===== src/rtl/xcvr_pkg.sv =====
package xcvr_pkg;

  typedef enum logic {
    DIR_RX = 1'b0,
    DIR_TX = 1'b1
  } dir_e;

  // Parity bit that makes the nine-bit total odd (odd_sel=1) or even (odd_sel=0).
  function automatic logic gen_parity(input logic data_ones_odd, input logic odd_sel);
    return data_ones_odd ^ ~odd_sel ^ 1'b1;
  endfunction

  // High when the received byte plus its parity bit obey the selected rule.
  function automatic logic parity_good(input logic data_ones_odd, input logic par_bit,
                                       input logic odd_sel);
    return (data_ones_odd ^ par_bit) == odd_sel;
  endfunction

endpackage


===== src/rtl/xcvr_dir_ctrl.sv =====
module xcvr_dir_ctrl
  import xcvr_pkg::*;
(
  input  logic dir_i,
  input  logic oe_n_i,
  output logic tx_en_o,
  output logic rx_en_o
);

  logic chip_en;
  dir_e dir;

  assign chip_en = ~oe_n_i;
  assign dir     = dir_e'(dir_i);
  assign tx_en_o = chip_en && (dir == DIR_TX);
  assign rx_en_o = chip_en && (dir == DIR_RX);

  always_comb begin
    p_one_direction_r1: assert (!(tx_en_o && rx_en_o))
      else $error("both directions enabled");
    p_off_when_disabled_r3: assert (!oe_n_i || (!tx_en_o && !rx_en_o))
      else $error("direction enable while chip disabled");
  end

endmodule


===== src/rtl/xcvr_data_path.sv =====
module xcvr_data_path #(
  parameter int WIDTH = 8
) (
  input  logic             tx_en_i,
  input  logic             rx_en_i,
  input  logic [WIDTH-1:0] a_in_i,
  input  logic [WIDTH-1:0] b_in_i,
  output logic [WIDTH-1:0] a_out_o,
  output logic [WIDTH-1:0] b_out_o
);

  for (genvar i = 0; i < WIDTH; i++) begin : g_bit
    assign b_out_o[i] = tx_en_i & a_in_i[i];
    assign a_out_o[i] = rx_en_i & b_in_i[i];
  end

  always_comb begin
    p_tx_copy_r1: assert (!tx_en_i || (b_out_o == a_in_i))
      else $error("B output differs from A input while sending");
    p_rx_copy_r2: assert (!rx_en_i || (a_out_o == b_in_i))
      else $error("A output differs from B input while receiving");
    p_idle_zero_r6: assert ((tx_en_i || b_out_o == '0) && (rx_en_i || a_out_o == '0))
      else $error("undriven data port carries a nonzero value");
  end

endmodule


===== src/rtl/xcvr_parity.sv =====
module xcvr_parity
  import xcvr_pkg::*;
#(
  parameter int WIDTH = 8
) (
  input  logic             tx_en_i,
  input  logic             rx_en_i,
  input  logic             odd_sel_i,
  input  logic [WIDTH-1:0] a_in_i,
  input  logic [WIDTH-1:0] b_in_i,
  input  logic             par_in_i,
  output logic             par_out_o,
  output logic             par_oe_o,
  output logic             err_n_out_o,
  output logic             err_oe_o
);

  logic a_ones_odd;
  logic b_ones_odd;
  logic gen_bit;
  logic chk_good;

  assign a_ones_odd = ^a_in_i;
  assign b_ones_odd = ^b_in_i;
  assign gen_bit    = gen_parity(a_ones_odd, odd_sel_i);
  assign chk_good   = parity_good(b_ones_odd, par_in_i, odd_sel_i);

  assign par_oe_o    = tx_en_i;
  assign par_out_o   = tx_en_i & gen_bit;
  assign err_oe_o    = rx_en_i;
  assign err_n_out_o = rx_en_i & chk_good;

  always_comb begin
    p_gen_total_r4: assert (!par_oe_o || ((a_ones_odd ^ par_out_o) == odd_sel_i))
      else $error("generated parity breaks the selected rule");
    p_pin_roles_r5: assert (!(par_oe_o && err_oe_o))
      else $error("parity pin and error flag driven together");
    p_chk_rule_r5: assert (!err_oe_o || (err_n_out_o == ((b_ones_odd ^ par_in_i) == odd_sel_i)))
      else $error("error flag disagrees with received parity");
  end

endmodule


===== src/rtl/xcvr_parity_top.sv =====
module xcvr_parity_top
  import xcvr_pkg::*;
#(
  parameter int WIDTH = 8
) (
  input  logic             dir_i,
  input  logic             oe_n_i,
  input  logic             odd_sel_i,
  input  logic [WIDTH-1:0] a_in_i,
  output logic [WIDTH-1:0] a_out_o,
  output logic             a_oe_o,
  input  logic [WIDTH-1:0] b_in_i,
  output logic [WIDTH-1:0] b_out_o,
  output logic             b_oe_o,
  input  logic             par_in_i,
  output logic             par_out_o,
  output logic             par_oe_o,
  output logic             err_n_out_o,
  output logic             err_oe_o
);

  logic tx_en;
  logic rx_en;

  xcvr_dir_ctrl i_ctrl (
    .dir_i   (dir_i),
    .oe_n_i  (oe_n_i),
    .tx_en_o (tx_en),
    .rx_en_o (rx_en)
  );

  xcvr_data_path #(.WIDTH(WIDTH)) i_data (
    .tx_en_i (tx_en),
    .rx_en_i (rx_en),
    .a_in_i  (a_in_i),
    .b_in_i  (b_in_i),
    .a_out_o (a_out_o),
    .b_out_o (b_out_o)
  );

  xcvr_parity #(.WIDTH(WIDTH)) i_par (
    .tx_en_i     (tx_en),
    .rx_en_i     (rx_en),
    .odd_sel_i   (odd_sel_i),
    .a_in_i      (a_in_i),
    .b_in_i      (b_in_i),
    .par_in_i    (par_in_i),
    .par_out_o   (par_out_o),
    .par_oe_o    (par_oe_o),
    .err_n_out_o (err_n_out_o),
    .err_oe_o    (err_oe_o)
  );

  assign b_oe_o = tx_en;
  assign a_oe_o = rx_en;

  always_comb begin
    p_disabled_r3: assert (!oe_n_i || !(a_oe_o || b_oe_o || par_oe_o || err_oe_o))
      else $error("driver enabled while chip disabled");
    p_dest_only_r2: assert ($countones({a_oe_o, b_oe_o}) <= 1)
      else $error("both data ports driven");
  end

endmodule


===== config.mk =====
export PLATFORM = sky130hd
export DESIGN_NAME = xcvr_parity_top
export DESIGN_NICKNAME = d
export VERILOG_FILES = /design/src/rtl/xcvr_pkg.sv /design/src/rtl/xcvr_dir_ctrl.sv /design/src/rtl/xcvr_data_path.sv /design/src/rtl/xcvr_parity.sv /design/src/rtl/xcvr_parity_top.sv
export SDC_FILE = /design/constraint.sdc
export NUM_CORES = 1
export LEC_CHECK = 0
export BUFFER_PORTS_ARGS = -buffer_cell sky130_fd_sc_hd__buf_2
export CAP_MARGIN = 15
export CORE_AREA = 4 4 41 43
export DETAILED_ROUTE_END_ITERATION = 8
export DIE_AREA = 0 0 45 47
export GPL_TIMING_DRIVEN = 0
export PLACE_DENSITY = 0.63
export SLEW_MARGIN = 20
export SYNTH_ARGS = -nofsm -noshare
export SYNTH_HDL_FRONTEND = slang
export SYNTH_HIERARCHICAL = 1
export SYNTH_SLANG_ARGS = --single-unit

===== constraint.sdc =====
create_clock -name vclk -period 1.6
set_input_delay 0.32 -clock vclk [all_inputs]
set_output_delay 0.32 -clock vclk [all_outputs]
set_load 0.005 [all_outputs]

======== Word level (Yosys, flattened, before mapping) ========
Index checks and enable logic that the tools add are counted.
storage, ports and cells
  flip-flop bits (word level) ............. 0
  word-level logic and storage cells ...... 29
  bits of input ports ..................... 20
cells by class
  reductions and logical operators ........ 4
  eq/ne operators ......................... 1
  bitwise gates (word level) .............. 24
operators by type and width
  cell               number
  1-bit bitwise AND  18
  8-bit parity       2
  1-bit NOT          4
  1-bit logical AND  2
  1-bit XOR          2
  1-bit == test      1

======== Depth between registers and ports, before layout ========
  depth in word-level cells ............... 4
  mapped depth ............................ 4
  gate-level depth less buffers ........... 4

======== By module ========
The synthesis kept the hierarchy.
by module, submodules not included
  module          cells each  sequential area each (um^2)  times used  area an instance (um^2)
  xcvr_parity     19          0.0                          1           186.4
  xcvr_data_path  16          0.0                          1           100.1
  xcvr_dir_ctrl   2           0.0                          1           17.5

======== Worst setup path before layout ========
OpenSTA, ideal clock, no wires.
  path kind ............................... input port to output port
  start ................................... in a_in_i[3]
  end ..................................... out par_out_o
  stages .................................. 4
  setup slack ............................. 148 ps
  data arrival time ....................... 1132 ps
  data required time ...................... 1280 ps
  cells stage by stage .................... xnor2_1 xnor3_1 xnor2_1 and2_1
on the way
  longest elaborated chain between the ends .. 4
ends and longest elaborated chain
  what                        line                   RTL
  start, declared             xcvr_parity_top.sv:9   input logic [WIDTH-1:0] a_in_i,
  8-bit parity                xcvr_parity.sv:23      assign a_ones_odd = ^a_in_i;
  1-bit XOR                   xcvr_pkg.sv:10         return data_ones_odd ^ ~odd_sel ^ 1'b1;
  1-bit NOT (no source line)  --
  1-bit bitwise AND           xcvr_parity.sv:29      assign par_out_o = tx_en_i & gen_bit;
  end, declared               xcvr_parity_top.sv:16  output logic par_out_o,
No other way between the ends.

======== Worst setup path after layout ========
  start ................................... in a_in_i[2]
  end ..................................... out par_out_o
Same word-level chain as after synthesis.

==> key figures <==
Status
  – Status: complete, but fails checks
  – Failing checks: setup timing

Global routing
  – Initial antenna violation count: 0
  – First-pass GRT wire length: around 1.2 mm
  – Total Routing Usage GR: about 7.1%
  – Vias in the first global route: between 200 and 300
  – Total gr overflow: 0
  – Largest net degree at the start of global routing: 12

Floorplanning
  – Die W: between 40 and 50 microns
  – Core area: roughly 1300 sq um
  – Starting Density: between 20% and 30%
  – Die height: 47 microns
  – I/O pin cnt: 42
  – Die area: between 2000 and 2500 sq um
  – Row cnt: 13

Detailed routing
  – Remaining antenna violation count: 0
  – Vias: between 300 and 400
  – Final WL: roughly 900 microns
  – First-pass detailed-route iteration total: 4
  – DRC: 0
  – Drt wl/cell: approximately 9.5 microns
  – Vias per Instance: about 4.0
  – Initial drt markers: 1

Yosys
  – Gate Count Post-Synth: 37
  – Distinct cell type count after synthesis: 7
  – Seq/Total Area, Yosys: 0%
  – Syn_area_per_cell: a little over 8 sq um
  – Largest area contributor in the netlist: and2_1
  – Syn_nets: 57
  – Top cell type's share of synthesized area: 37.0%
  – Top cells by area, synth: and2_1 37%, xnor2_1 32%, xnor3_1 15%
  – Yosys Warn Count: 6
  – Syn Std Cell Area: approximately 300 sq um

Pwr
  – Pint: between 0.0001 and 0.00015 W
  – Logic pwr share: between 90% and 100%
  – Highest ir drop seen on vdd: 0.139 mV
  – Sw Pwr: 0.0000685 W
  – Power per cell area: 316 nW/um^2
  – P_leak: approximately 0.37 nW
  – Clock share of power: 0%
  – Flop pwr share: 0%
  – Sw frac: about 35%

Critical path
  – Crit path kind: in2out
  – Critical Path RT: between 1 and 1.5 ns
  – Startpoint types: input port
  – Delay of the slowest critical-path stage: about 0.42 ns
  – Critical Path Sink Type: output port
  – CP delay by family, top: XOR/XNOR gates
  – CP Max Fanout: 2
  – Cell Chain, Critical Path: buf_6, xnor2_2, xnor3_1, xnor2_1, and2_1, buf_2
  – Buffers & Inverters on Critical Path: 2
  – CP arrival: between 1 and 1.5 ns
  – Max stage delay cell, worst path: xnor3_1

Final layout
  – Post-Layout Inst Area: about 630 sq um
  – Syn-to-layout area delta: 106%
  – Sequential cell count: 0
  – Reg area: 0 sq um
  – Non-Filler Instances: 95
  – Clock buffer count: 0
  – ANT cells: 0
  – Multi-input logic area: around 330 sq um
  – Fin nets: approximately 100
  – Fraction of layout cells with a size suffix above 1: 65.0%
  – Fillers: 140

Timing
  – Setup violations, final: 2
  – Final Max Slew Viols: 0
  – Fin crit period: ~1.7 ns
  – RSZ-0062 raised after global routing: true
  – Final period utilization: 105%
  – Final count of hold timing violations: 0
  – Slew of the pin with the lowest slew margin: 0.501 ns
  – Final WS setup: -0.0854 ns
  – Slew margin rel.: 66.5%
  – Highest Clock Rate: approximately 590 MHz

Flow run
  – Max Cap Viol: 0

Placement
  – Port Buffers: 42
  – Pre-CTS setup slack: -0.108 ns
  – GPL Wtd Cong: roughly 0.57
  – Placed Instances: between 90 and 100
  – Placed Area: roughly 530 sq um

Clock network
  – CTS Hold Bufs: 0

Min path
  – Hold Crit Class: in2out
path summary, 6_finish.rpt:
| kind | slack [ns] | cells past startpoint | to | start |
|---|---|---|---|---|
| setup / recovery | -0.09 | 6 | par_out_o | a_in_i[2] |
| hold / removal | 0.93 | 3 | b_out_o[4] | a_in_i[4] |
what timing repair did:
item                       in CTS  in global routing
gates cloned                    0                  0
buffers inserted                1                  0
setup endpoints to repair       2                  2
gates resized for setup         7                  8
pin swaps                       6                  6
layout make-up:
cell class	instances	share of cell area, %
Multi-Input combinational cell	35	53.3
Timing Repair Buffer	43	41.3
Tap cell	15	2.99
Buffer	2	2.40
placed cells by master (no fill, tap or decap):
master / count
buf_4: 3
buf_8: 1
xnor2_2: 5
xnor2_1: 6
buf_6: 5
and2_1: 18
xnor3_1: 2
buf_2: 36
xor2_2: 1
nor2_1: 1
xor2_1: 1
nor2b_4: 1
metrics by stage:
stage	utilization, %	hold WS [ns]	power (W)	TNS [ns]
2_1_floorplan	-	0.672	0.000108	0
3_3_place_gp	41.0	0.936	0.000172	-0.231
3_5_place_dp	41.0	0.937	0.000174	-0.212
4_1_cts	44.5	0.927	0.000188	-0.187
5_1_grt	48.2	0.944	0.000216	-0.286
6_report	48.2	0.925	0.000198	-0.151
power groups by stage:
stage	clock network (W)	logic, W	registers [W]
2_1_floorplan	0	0.000108	0
3_3_place_gp	0	0.000172	0
3_5_place_dp	0	0.000174	0
4_1_cts	0	0.000188	0
5_1_grt	0	0.000216	0
6_report	0	0.000198	0
cells by family (layout without fill, tap and decap cells):
logic type	after synthesis	in the layout	synth area share, %
xor gates and xnor gates	15	15	52.3
buffers and inverters	2	45	4.94
and+or+nand+nor	20	20	42.8
cell usage after synthesis (all sizes together):
master,count
and2,18
xnor2,11
buf,2
xnor3,2
xor2,2
nor2,1
nor2b,1
layer usage:
| layer | GRT usage, % | routed length (microns) | vias up |
|---|---|---|---|
| li1 | - | - | 196 |
| met5 | 0 | 0 | - |
| met3 | 0 | 108 | 0 |
| met2 | 13.6 | 472 | 22 |
| met1 | 9.52 | 321 | 163 |
| met4 | 0 | 0 | 0 |
tightest hold or removal path, delay by kind of cell:
| kind | cells | cell delay [ns] |
|---|---|---|
| buffers and inverters | 2 | 0.18 |
| AND/OR/NAND/NOR | 1 | 0.11 |
(Power assumes the default switching activity.)
